**src/rtl/scan_tap_pkg.sv**
```systemverilog
package scan_tap_pkg;

    localparam int IR_W = 3;
    localparam int ID_W = 32;

    localparam logic [IR_W-1:0] IR_CAPTURE_PATTERN = 3'b001;
    localparam logic [IR_W-1:0] OP_IDCODE          = 3'b001;

    localparam logic [3:0]  ID_REV     = 4'b0000;
    localparam logic [9:0]  ID_DENSITY = 10'b0011100100;
    localparam logic [10:0] ID_MFR     = 11'b00000000111;

    typedef enum logic [3:0] {
        ST_RESET  = 4'd0,
        ST_IDLE   = 4'd1,
        ST_SEL_DR = 4'd2,
        ST_CAP_DR = 4'd3,
        ST_SHF_DR = 4'd4,
        ST_EX1_DR = 4'd5,
        ST_PAU_DR = 4'd6,
        ST_EX2_DR = 4'd7,
        ST_UPD_DR = 4'd8,
        ST_SEL_IR = 4'd9,
        ST_CAP_IR = 4'd10,
        ST_SHF_IR = 4'd11,
        ST_EX1_IR = 4'd12,
        ST_PAU_IR = 4'd13,
        ST_EX2_IR = 4'd14,
        ST_UPD_IR = 4'd15
    } tap_state_e;

    typedef enum logic [1:0] {
        PATH_BYP = 2'd0,
        PATH_ID  = 2'd1,
        PATH_BND = 2'd2
    } dr_path_e;

    typedef struct packed {
        dr_path_e path;
        logic     hiz;
    } op_dec_t;

    typedef struct packed {
        logic tdo;
        logic en;
    } tdo_regs_t;

    // Opcode map: the two sample-with-tristate codes, ID read, sample,
    // reserved code and the aliased bypass codes.
    function automatic op_dec_t decode_op(input logic [IR_W-1:0] op);
        op_dec_t r;
        r.path = PATH_BYP;
        r.hiz  = 1'b0;
        case (op)
            3'b000, 3'b010: begin
                r.path = PATH_BND;
                r.hiz  = 1'b1;
            end
            3'b001:  r.path = PATH_ID;
            3'b100:  r.path = PATH_BND;
            3'b110:  r.path = PATH_BYP;   // reserved: harmless one-bit path
            default: r.path = PATH_BYP;   // 011, 101, 111
        endcase
        return r;
    endfunction

    function automatic logic is_shift(input tap_state_e s);
        return (s == ST_SHF_DR) || (s == ST_SHF_IR);
    endfunction

endpackage

```
**src/rtl/scan_tap_fsm.sv**
```systemverilog
module scan_tap_fsm
    import scan_tap_pkg::*;
(
    input  logic       tck,
    input  logic       por_n,
    input  logic       tms,
    output tap_state_e st
);

    tap_state_e st_d, st_q;

    always_comb begin
        st_d = st_q;
        case (st_q)
            ST_RESET:  st_d = tms ? ST_RESET  : ST_IDLE;
            ST_IDLE:   st_d = tms ? ST_SEL_DR : ST_IDLE;
            ST_SEL_DR: st_d = tms ? ST_SEL_IR : ST_CAP_DR;
            ST_CAP_DR: st_d = tms ? ST_EX1_DR : ST_SHF_DR;
            ST_SHF_DR: st_d = tms ? ST_EX1_DR : ST_SHF_DR;
            ST_EX1_DR: st_d = tms ? ST_UPD_DR : ST_PAU_DR;
            ST_PAU_DR: st_d = tms ? ST_EX2_DR : ST_PAU_DR;
            ST_EX2_DR: st_d = tms ? ST_UPD_DR : ST_SHF_DR;
            ST_UPD_DR: st_d = tms ? ST_SEL_DR : ST_IDLE;
            ST_SEL_IR: st_d = tms ? ST_RESET  : ST_CAP_IR;
            ST_CAP_IR: st_d = tms ? ST_EX1_IR : ST_SHF_IR;
            ST_SHF_IR: st_d = tms ? ST_EX1_IR : ST_SHF_IR;
            ST_EX1_IR: st_d = tms ? ST_UPD_IR : ST_PAU_IR;
            ST_PAU_IR: st_d = tms ? ST_EX2_IR : ST_PAU_IR;
            ST_EX2_IR: st_d = tms ? ST_UPD_IR : ST_SHF_IR;
            ST_UPD_IR: st_d = tms ? ST_SEL_DR : ST_IDLE;
            default:   st_d = ST_RESET;
        endcase
    end

    always_ff @(posedge tck or negedge por_n) begin
        if (!por_n) st_q <= ST_RESET;
        else        st_q <= st_d;
    end

    assign st = st_q;

endmodule

```
**src/rtl/scan_tap_ir.sv**
```systemverilog
module scan_tap_ir
    import scan_tap_pkg::*;
(
    input  logic            tck,
    input  logic            por_n,
    input  tap_state_e      st,
    input  logic            tdi,
    output logic [IR_W-1:0] ir_cur,
    output logic [IR_W-1:0] ir_sh,
    output logic            ir_so
);

    typedef struct packed {
        logic [IR_W-1:0] sh;
        logic [IR_W-1:0] cur;
    } ir_regs_t;

    ir_regs_t ir_d, ir_q;

    always_comb begin
        ir_d = ir_q;
        case (st)
            ST_RESET:  ir_d.cur = OP_IDCODE;
            ST_CAP_IR: ir_d.sh  = IR_CAPTURE_PATTERN;
            ST_SHF_IR: ir_d.sh  = {tdi, ir_q.sh[IR_W-1:1]};
            ST_UPD_IR: ir_d.cur = ir_q.sh;
            default:   ir_d     = ir_q;
        endcase
    end

    always_ff @(posedge tck or negedge por_n) begin
        if (!por_n) begin
            ir_q.sh  <= '0;
            ir_q.cur <= OP_IDCODE;
        end else begin
            ir_q <= ir_d;
        end
    end

    assign ir_cur = ir_q.cur;
    assign ir_sh  = ir_q.sh;
    assign ir_so  = ir_q.sh[0];

endmodule

```
**src/rtl/scan_tap_dr.sv**
```systemverilog
module scan_tap_dr
    import scan_tap_pkg::*;
#(
    parameter int                BSR_W   = 70,
    parameter logic [BSR_W-1:0]  PH_MASK = '0,
    parameter logic [ID_W-1:0]   ID_WORD = '0
) (
    input  logic             tck,
    input  logic             por_n,
    input  tap_state_e       st,
    input  dr_path_e         path,
    input  logic             tdi,
    input  logic [BSR_W-1:0] pad_in,
    output logic             dr_so,
    output logic [BSR_W-1:0] bsr_sh,
    output logic [ID_W-1:0]  id_sh
);

    typedef struct packed {
        logic [BSR_W-1:0] bsr;
        logic [ID_W-1:0]  id;
        logic             byp;
    } dr_regs_t;

    dr_regs_t         dr_d, dr_q;
    logic [BSR_W-1:0] cap_val;

    // Place-holder cells are tied low; every other cell samples its pad.
    for (genvar i = 0; i < BSR_W; i++) begin : g_cell
        assign cap_val[i] = PH_MASK[i] ? 1'b0 : pad_in[i];
    end

    always_comb begin
        dr_d = dr_q;
        if (st == ST_CAP_DR) begin
            case (path)
                PATH_BND: dr_d.bsr = cap_val;
                PATH_ID:  dr_d.id  = ID_WORD;
                default:  dr_d.byp = 1'b0;
            endcase
        end else if (st == ST_SHF_DR) begin
            case (path)
                PATH_BND: dr_d.bsr = {tdi, dr_q.bsr[BSR_W-1:1]};
                PATH_ID:  dr_d.id  = {tdi, dr_q.id[ID_W-1:1]};
                default:  dr_d.byp = tdi;
            endcase
        end
    end

    always_ff @(posedge tck or negedge por_n) begin
        if (!por_n) dr_q <= '0;
        else        dr_q <= dr_d;
    end

    always_comb begin
        case (path)
            PATH_BND: dr_so = dr_q.bsr[0];
            PATH_ID:  dr_so = dr_q.id[0];
            default:  dr_so = dr_q.byp;
        endcase
    end

    assign bsr_sh = dr_q.bsr;
    assign id_sh  = dr_q.id;

endmodule

```
**src/rtl/scan_tap.sv**
```systemverilog
module scan_tap
    import scan_tap_pkg::*;
#(
    parameter int               BSR_W        = 70,
    parameter logic [BSR_W-1:0] PH_MASK      = {{(BSR_W-2){1'b0}}, 2'b11} << 53,
    parameter logic [5:0]       VENDOR_FIELD = 6'b000000
) (
    input  logic             tck,
    input  logic             por_n,
    input  logic             tms,
    input  logic             tdi,
    input  logic [BSR_W-1:0] pad_in,
    output logic             tdo,
    output logic             tdo_en,
    output logic             drv_hiz
);

    localparam logic [ID_W-1:0] ID_WORD = {ID_REV, ID_DENSITY, VENDOR_FIELD, ID_MFR, 1'b1};

    tap_state_e       tap_st;
    logic [IR_W-1:0]  ir_cur;
    logic [IR_W-1:0]  ir_sh;
    logic             ir_so;
    logic             dr_so;
    logic [BSR_W-1:0] bsr_sh;
    logic [ID_W-1:0]  id_sh;
    op_dec_t          op_dec;
    dr_path_e         dr_path;
    tdo_regs_t        out_d, out_q;

    scan_tap_fsm u_fsm (
        .tck   (tck),
        .por_n (por_n),
        .tms   (tms),
        .st    (tap_st)
    );

    scan_tap_ir u_ir (
        .tck    (tck),
        .por_n  (por_n),
        .st     (tap_st),
        .tdi    (tdi),
        .ir_cur (ir_cur),
        .ir_sh  (ir_sh),
        .ir_so  (ir_so)
    );

    assign op_dec  = decode_op(ir_cur);
    assign dr_path = op_dec.path;

    scan_tap_dr #(
        .BSR_W   (BSR_W),
        .PH_MASK (PH_MASK),
        .ID_WORD (ID_WORD)
    ) u_dr (
        .tck    (tck),
        .por_n  (por_n),
        .st     (tap_st),
        .path   (dr_path),
        .tdi    (tdi),
        .pad_in (pad_in),
        .dr_so  (dr_so),
        .bsr_sh (bsr_sh),
        .id_sh  (id_sh)
    );

    // Test-Logic-Reset releases the drivers at once, before the
    // instruction register itself is reloaded.
    assign drv_hiz = op_dec.hiz && (tap_st != ST_RESET);

    always_comb begin
        out_d.en  = is_shift(tap_st);
        out_d.tdo = 1'b0;
        if (tap_st == ST_SHF_IR)      out_d.tdo = ir_so;
        else if (tap_st == ST_SHF_DR) out_d.tdo = dr_so;
    end

    always_ff @(negedge tck or negedge por_n) begin
        if (!por_n) out_q <= '0;
        else        out_q <= out_d;
    end

    assign tdo    = out_q.tdo;
    assign tdo_en = out_q.en;

endmodule

```
**config.mk**
```make
export PLATFORM = sky130hd
export DESIGN_NAME = scan_tap
export DESIGN_NICKNAME = d
export VERILOG_FILES = /design/src/rtl/scan_tap_pkg.sv /design/src/rtl/scan_tap_fsm.sv /design/src/rtl/scan_tap_ir.sv /design/src/rtl/scan_tap_dr.sv /design/src/rtl/scan_tap.sv
export SDC_FILE = /design/constraint.sdc
export NUM_CORES = 1
export LEC_CHECK = 0
export CAP_MARGIN = 20
export CELL_PAD_IN_SITES_DETAIL_PLACEMENT = 1
export CELL_PAD_IN_SITES_GLOBAL_PLACEMENT = 1
export CORE_MARGIN = 1.5
export CORE_UTILIZATION = 42
export CTS_CLUSTER_SIZE = 28
export DETAILED_ROUTE_END_ITERATION = 7
export PLACE_DENSITY = 0.84
export SETUP_SLACK_MARGIN = 0.3
export SLEW_MARGIN = 25
export SYNTH_ARGS = -nofsm -noshare
export SYNTH_HDL_FRONTEND = slang
export SYNTH_SLANG_ARGS = --single-unit
```
**constraint.sdc**
```tcl
create_clock -name tck -period 2.1 [get_ports tck]
set_input_delay 0.42 -clock tck [delete_from_list [all_inputs] [get_ports tck]]
set_output_delay 0.42 -clock tck [all_outputs]
set_load 0.01 [all_outputs]
```
==> qor.yml, run 1 <==
logic_synthesis:
  ys.flop_type: "dfrtp_1"
  syn_avg_cell_area_um2: 9.80
  yosysWarnings: 0
  syn-cell-area_um2: 5280
  synthTopCellsByArea: "dfrtp_1, mux2i_1, nand2_1"
  synth_top_cell_by_area: "dfrtp_1"
  syn_inst: 538
  synth_async_sr_flop_share_pct: 100
  synth_edf_count: 0
  synth_cell_type_count: 39
  synth-seq-cells: 115
  synth.top_cell.area_share_pct: 53.1
  yosysSeqAreaShare_pct: 54.6
  syn_nets: 614
clock_tree:
  cts_buffers: 17
  numClockSinks: 115
  cts_max_level: 4
  cts_buffer_depth: 2
  cts-root-buf: "clkbuf_16"
sta:
  grt-worst-endpoint: "tdo$_DFF_NN0_/D"
  worstEpCategory: "register input"
global_routing:
  grt_max_degree: 86
  antenna_found_initial: 6
floorplan:
  initial_core_util_pct: 43.6
  top_level_ports: 77
  die_y_um: 115
  rows: 40
  die_w_um: 115
place:
  place.gp.congestion: 0.730
  dp_hpwl_um: 9020
  dp.cells: 769
  port_buffers: 74
status:
  stop_stage: "global routing"
  error_line: "[ERROR DPL-0033] detailed placement checks failed during check placement."
  status: "did not finish"
-- kinds of logic after synthesis --
kind of cell / after synthesis / share of synthesized area (%)
muxes: 68 / 12.9
xor gates and xnor gates: 1 / 0.166
AOI/OAI and AO/OA: 130 / 13.3
buffers and inverters: 47 / 4.91
and+or+nand+nor: 175 / 13.7
adders and majority gates: 2 / 0.474
DFF: 115 / 54.6
-- what timing repair did --
item	CTS
hold endpoints to repair	11
endpoints found under the setup margin	107
hold buffers	1
cloned	17
resized for setup	163
pin swaps	31
buffers inserted	35
-- cells in the mapped netlist, types with 4 or more instances --
cell / instances
a21oi_1: 6
buf_2: 18
buf_4: 4
buf_8: 4
clkbuf_1: 13
dfrtp_1: 112
inv_1: 6
mux2i_1: 67
nand2_1: 140
nor2_1: 16
nor2b_1: 5
o21ai_0: 11
o21ai_1: 98
-- per-stage QoR --
step	util, %	setup WS (ps)	TNS [ps]	hold WS (ps)	cell area [um2]
global placement	52.7	-505	-1050	287	6380
CTS	69.1	-619	-2100	450	8370
detailed placement	52.7	-537	-1070	294	6380
floorplan	-	-477	-477	124	5330
==> run 2, diff against run 1 <==
CELL_PAD_IN_SITES_DETAIL_PLACEMENT = not set   (was 1)
CELL_PAD_IN_SITES_GLOBAL_PLACEMENT = not set   (was 1)
CORE_UTILIZATION = 40   (was 42)
CTS_CLUSTER_SIZE = not set   (was 28)
PLACE_DENSITY = not set   (was 0.84)
PLACE_DENSITY_LB_ADDON = 0.15   (was not set)
SETUP_SLACK_MARGIN = not set   (was 0.3)
==> run 2 against run 1 <==
  * The flow now finishes, with violations (negative setup slack)
  * Area after synthesis unchanged
  * Synthesized cell count unchanged
==> qor.yml, run 2 <==
floorplan:
  initial_core_util_pct: 41.5
  die_y_um: 118
  die_w_um: 118
  rows: 41
  coreArea_um2: 12700
  dieArea_um2: 13900
  top_level_ports: 77
sta:
  setup_violations: 3
  relSlewSlack_pct: 62.3
  worst_slack_ps: -570
  finClkSkew_ps: 19.9
  hold_viol: 0
  finalMaxSlewViolations: 0
  whs_ps: 481
  setup-tns-final_ps: -1090
  rsz0062_at_grt: "yes"
  max_slew.worst_pin.slew_ps: 566
cells_and_area:
  insertedDiodeCount: 0
  area_growth_pct: 32.5
  mostFrequentLayoutCell: "nand2_1"
  drive_above_1_share_pct: 12.0
  multi_input_area_um2: 2200
  regArea_um2: 2880
  largest_reg_flops: 70
  finalNetCount: 695
  fillers: 1153
  layout_common_cells: "nand2_1, dfrtp_1, o21ai_1, clkdlybuf4s50_1, mux2i_1"
route:
  dr.pass1.iters: 4
  vias: 3890
  via_per_inst: 4.84
  drtIter0Drc: 206
  wl_um: 10700
  routedWlPerCell_um: 13.3
  route.detailed.drc: 0
  antenna_left: 0
worst_setup_path:
  cp.arrival_ps: 1850
  endpoint_kind: "register"
  required_ps: 1280
  critPathMaxFanout: 2
  criticalPathCategory: "reg -> reg"
  cp-start-kind: "register"
power_and_ir_drop:
  clockPowerShare_pct: 31.3
  p_seq_share_pct: 37.8
  power_uw: 9790
  power.share.switching_pct: 31.4
  combPwrFrac_pct: 31.0
  leakage_uw: 0.00302
  p_switching_uw: 3070
  internal-power_uw: 6710
  powerDensity_nw_per_um2: 1400
  ir_drop_v: 0.000931
min_path:
  hp-class: "reg -> reg"
place:
  dp_hpwl_um: 7120
  port_buffers: 74
  place.gp.congestion: 0.742
logic_synthesis:
  syn_avg_cell_area_um2: 9.80
  yosysSeqAreaShare_pct: 54.6
  ys.flop_type: "dfrtp_1"
  synth_edf_count: 0
  synthTopCellsByArea: "dfrtp_1, mux2i_1, nand2_1"
  syn-cell-area_um2: 5280
  post-synth-top-count-cell: "nand2_1"
  synth.top_cell.area_share_pct: 53.1
  yosys-top-cells-count: "nand2_1, dfrtp_1, o21ai_1"
  synth-seq-cells: 115
  yosysWarnings: 0
  syn_nets: 614
  synth_cell_type_count: 39
  syn_inst: 538
  synth_async_sr_flop_share_pct: 100
  synth_top_cell_by_area: "dfrtp_1"
global_routing:
  grt_pass1_vias: 3818
  grt_pass1_wl_um: 18400
  grt_max_degree: 105
  grt_usage_pct: 16.5
  antenna_found_initial: 0
  grt_overflow: 0
clock_tree:
  cts_buffers: 17
  cts_buffer_depth: 2
  numClockSinks: 115
  cts-root-buf: "clkbuf_16"
  clkTransAtPathRegs_ps: 50
  cts_max_level: 4
  clk_latency_ps: 400
  cts_tree: "yes"
run:
  drv_cap: 0
status:
  violations: "negative setup slack"
  status: "finished, violations left"
[run 2: cell counts after synthesis]
No cell type changed its count.
[run 2: through the flow]
step	area (um2)	std cells	util [%]	setup WS, ps
after floorplan	5300	538	-	-478
after global placement	6320	770	49.7	-521
after detailed placement	6320	770	49.7	-548
after CTS	6980	804	54.8	-569
after global routing	6990	804	55.0	-639
final	6990	804	55.0	-570
[run 2: routing by layer]
metal | up-vias | GRT usage [%] | routed length, um
met5 | - | 0 | 0
met4 | 0 | 6.63 | 199
met3 | 17 | 4.31 | 369
met2 | 66 | 25.9 | 4990
met1 | 1827 | 21.8 | 5160
li1 | 1980 | - | -
[run 2: final timing paths]
path / slack (ps) / start / cells after the start / endpoint
max in group asynchronous: 450 / por_n / 2 / tdo$_DFF_NN0_
min reg2reg: 480 / u_dr.bsr_sh[4]$_DFFE_PN0P_ / 2 / u_dr.bsr_sh[4]$_DFFE_PN0P_
max reg2reg: -570 / u_ir.ir_cur[0]$_DFFE_PN1P_ / 7 / tdo$_DFF_NN0_
max: -570 / u_ir.ir_cur[0]$_DFFE_PN1P_ / 7 / tdo$_DFF_NN0_
min: 480 / u_dr.bsr_sh[4]$_DFFE_PN0P_ / 2 / u_dr.bsr_sh[4]$_DFFE_PN0P_
min in group asynchronous: 490 / por_n / 2 / u_ir.ir_cur[1]$_DFFE_PN0P_
[run 2: cell families (layout without fill, tap and decap cells)]
| logic type | after synthesis | after routing | synth area share, % |
|---|---|---|---|
| and+or+nand+nor | 175 | 175 | 13.7 |
| buffers and inverters | 47 | 141 | 4.91 |
| adders and majority gates | 2 | 2 | 0.474 |
| DFF | 115 | 115 | 54.6 |
| AOI/OAI and AO/OA | 130 | 130 | 13.3 |
| xor gates and xnor gates | 1 | 1 | 0.166 |
| muxes | 68 | 68 | 12.9 |
[run 2: power by group through the flow]
stage                     Sequential [uW]  Combinational [uW]  Clock [uW]
after floorplan                      3560                2270           0
after global placement               3670                2910           0
after detailed placement             3730                3010           0
after CTS                            3710                3060        3130
after global routing                 3820                3460        3230
final                                3700                3030        3060
[run 2: cell type report]
cell class              instances  area share [%]
clock buffers                  22            6.93
clock inverters                10            2.18
inverters                       6           0.322
multi-input cells             376            31.5
flip-flops and latches        115            41.2
well taps                     172            3.08
repair buffers                103            14.7
[run 2: repair_timing]
| action | CTS | global route |
|---|---|---|
| endpoints found under the setup margin | 4 | 23 |
| resized for setup | 15 | 3 |
| hold buffers | 1 | 0 |
| endpoints found under the hold margin | 8 | 0 |
| buffers inserted | 1 | 0 |
| pin swaps | 1 | 3 |
[run 2: worst max-delay path: stages, from the launching register on]
cell	delay [ps]
dfstp_2	540
inv_2	40
or3_4	340
ha_4	180
a22oi_2	160
o21ai_1	90
nand2_1	70
nand2_1	40
Note: power is estimated with default switching activity, not from simulation.
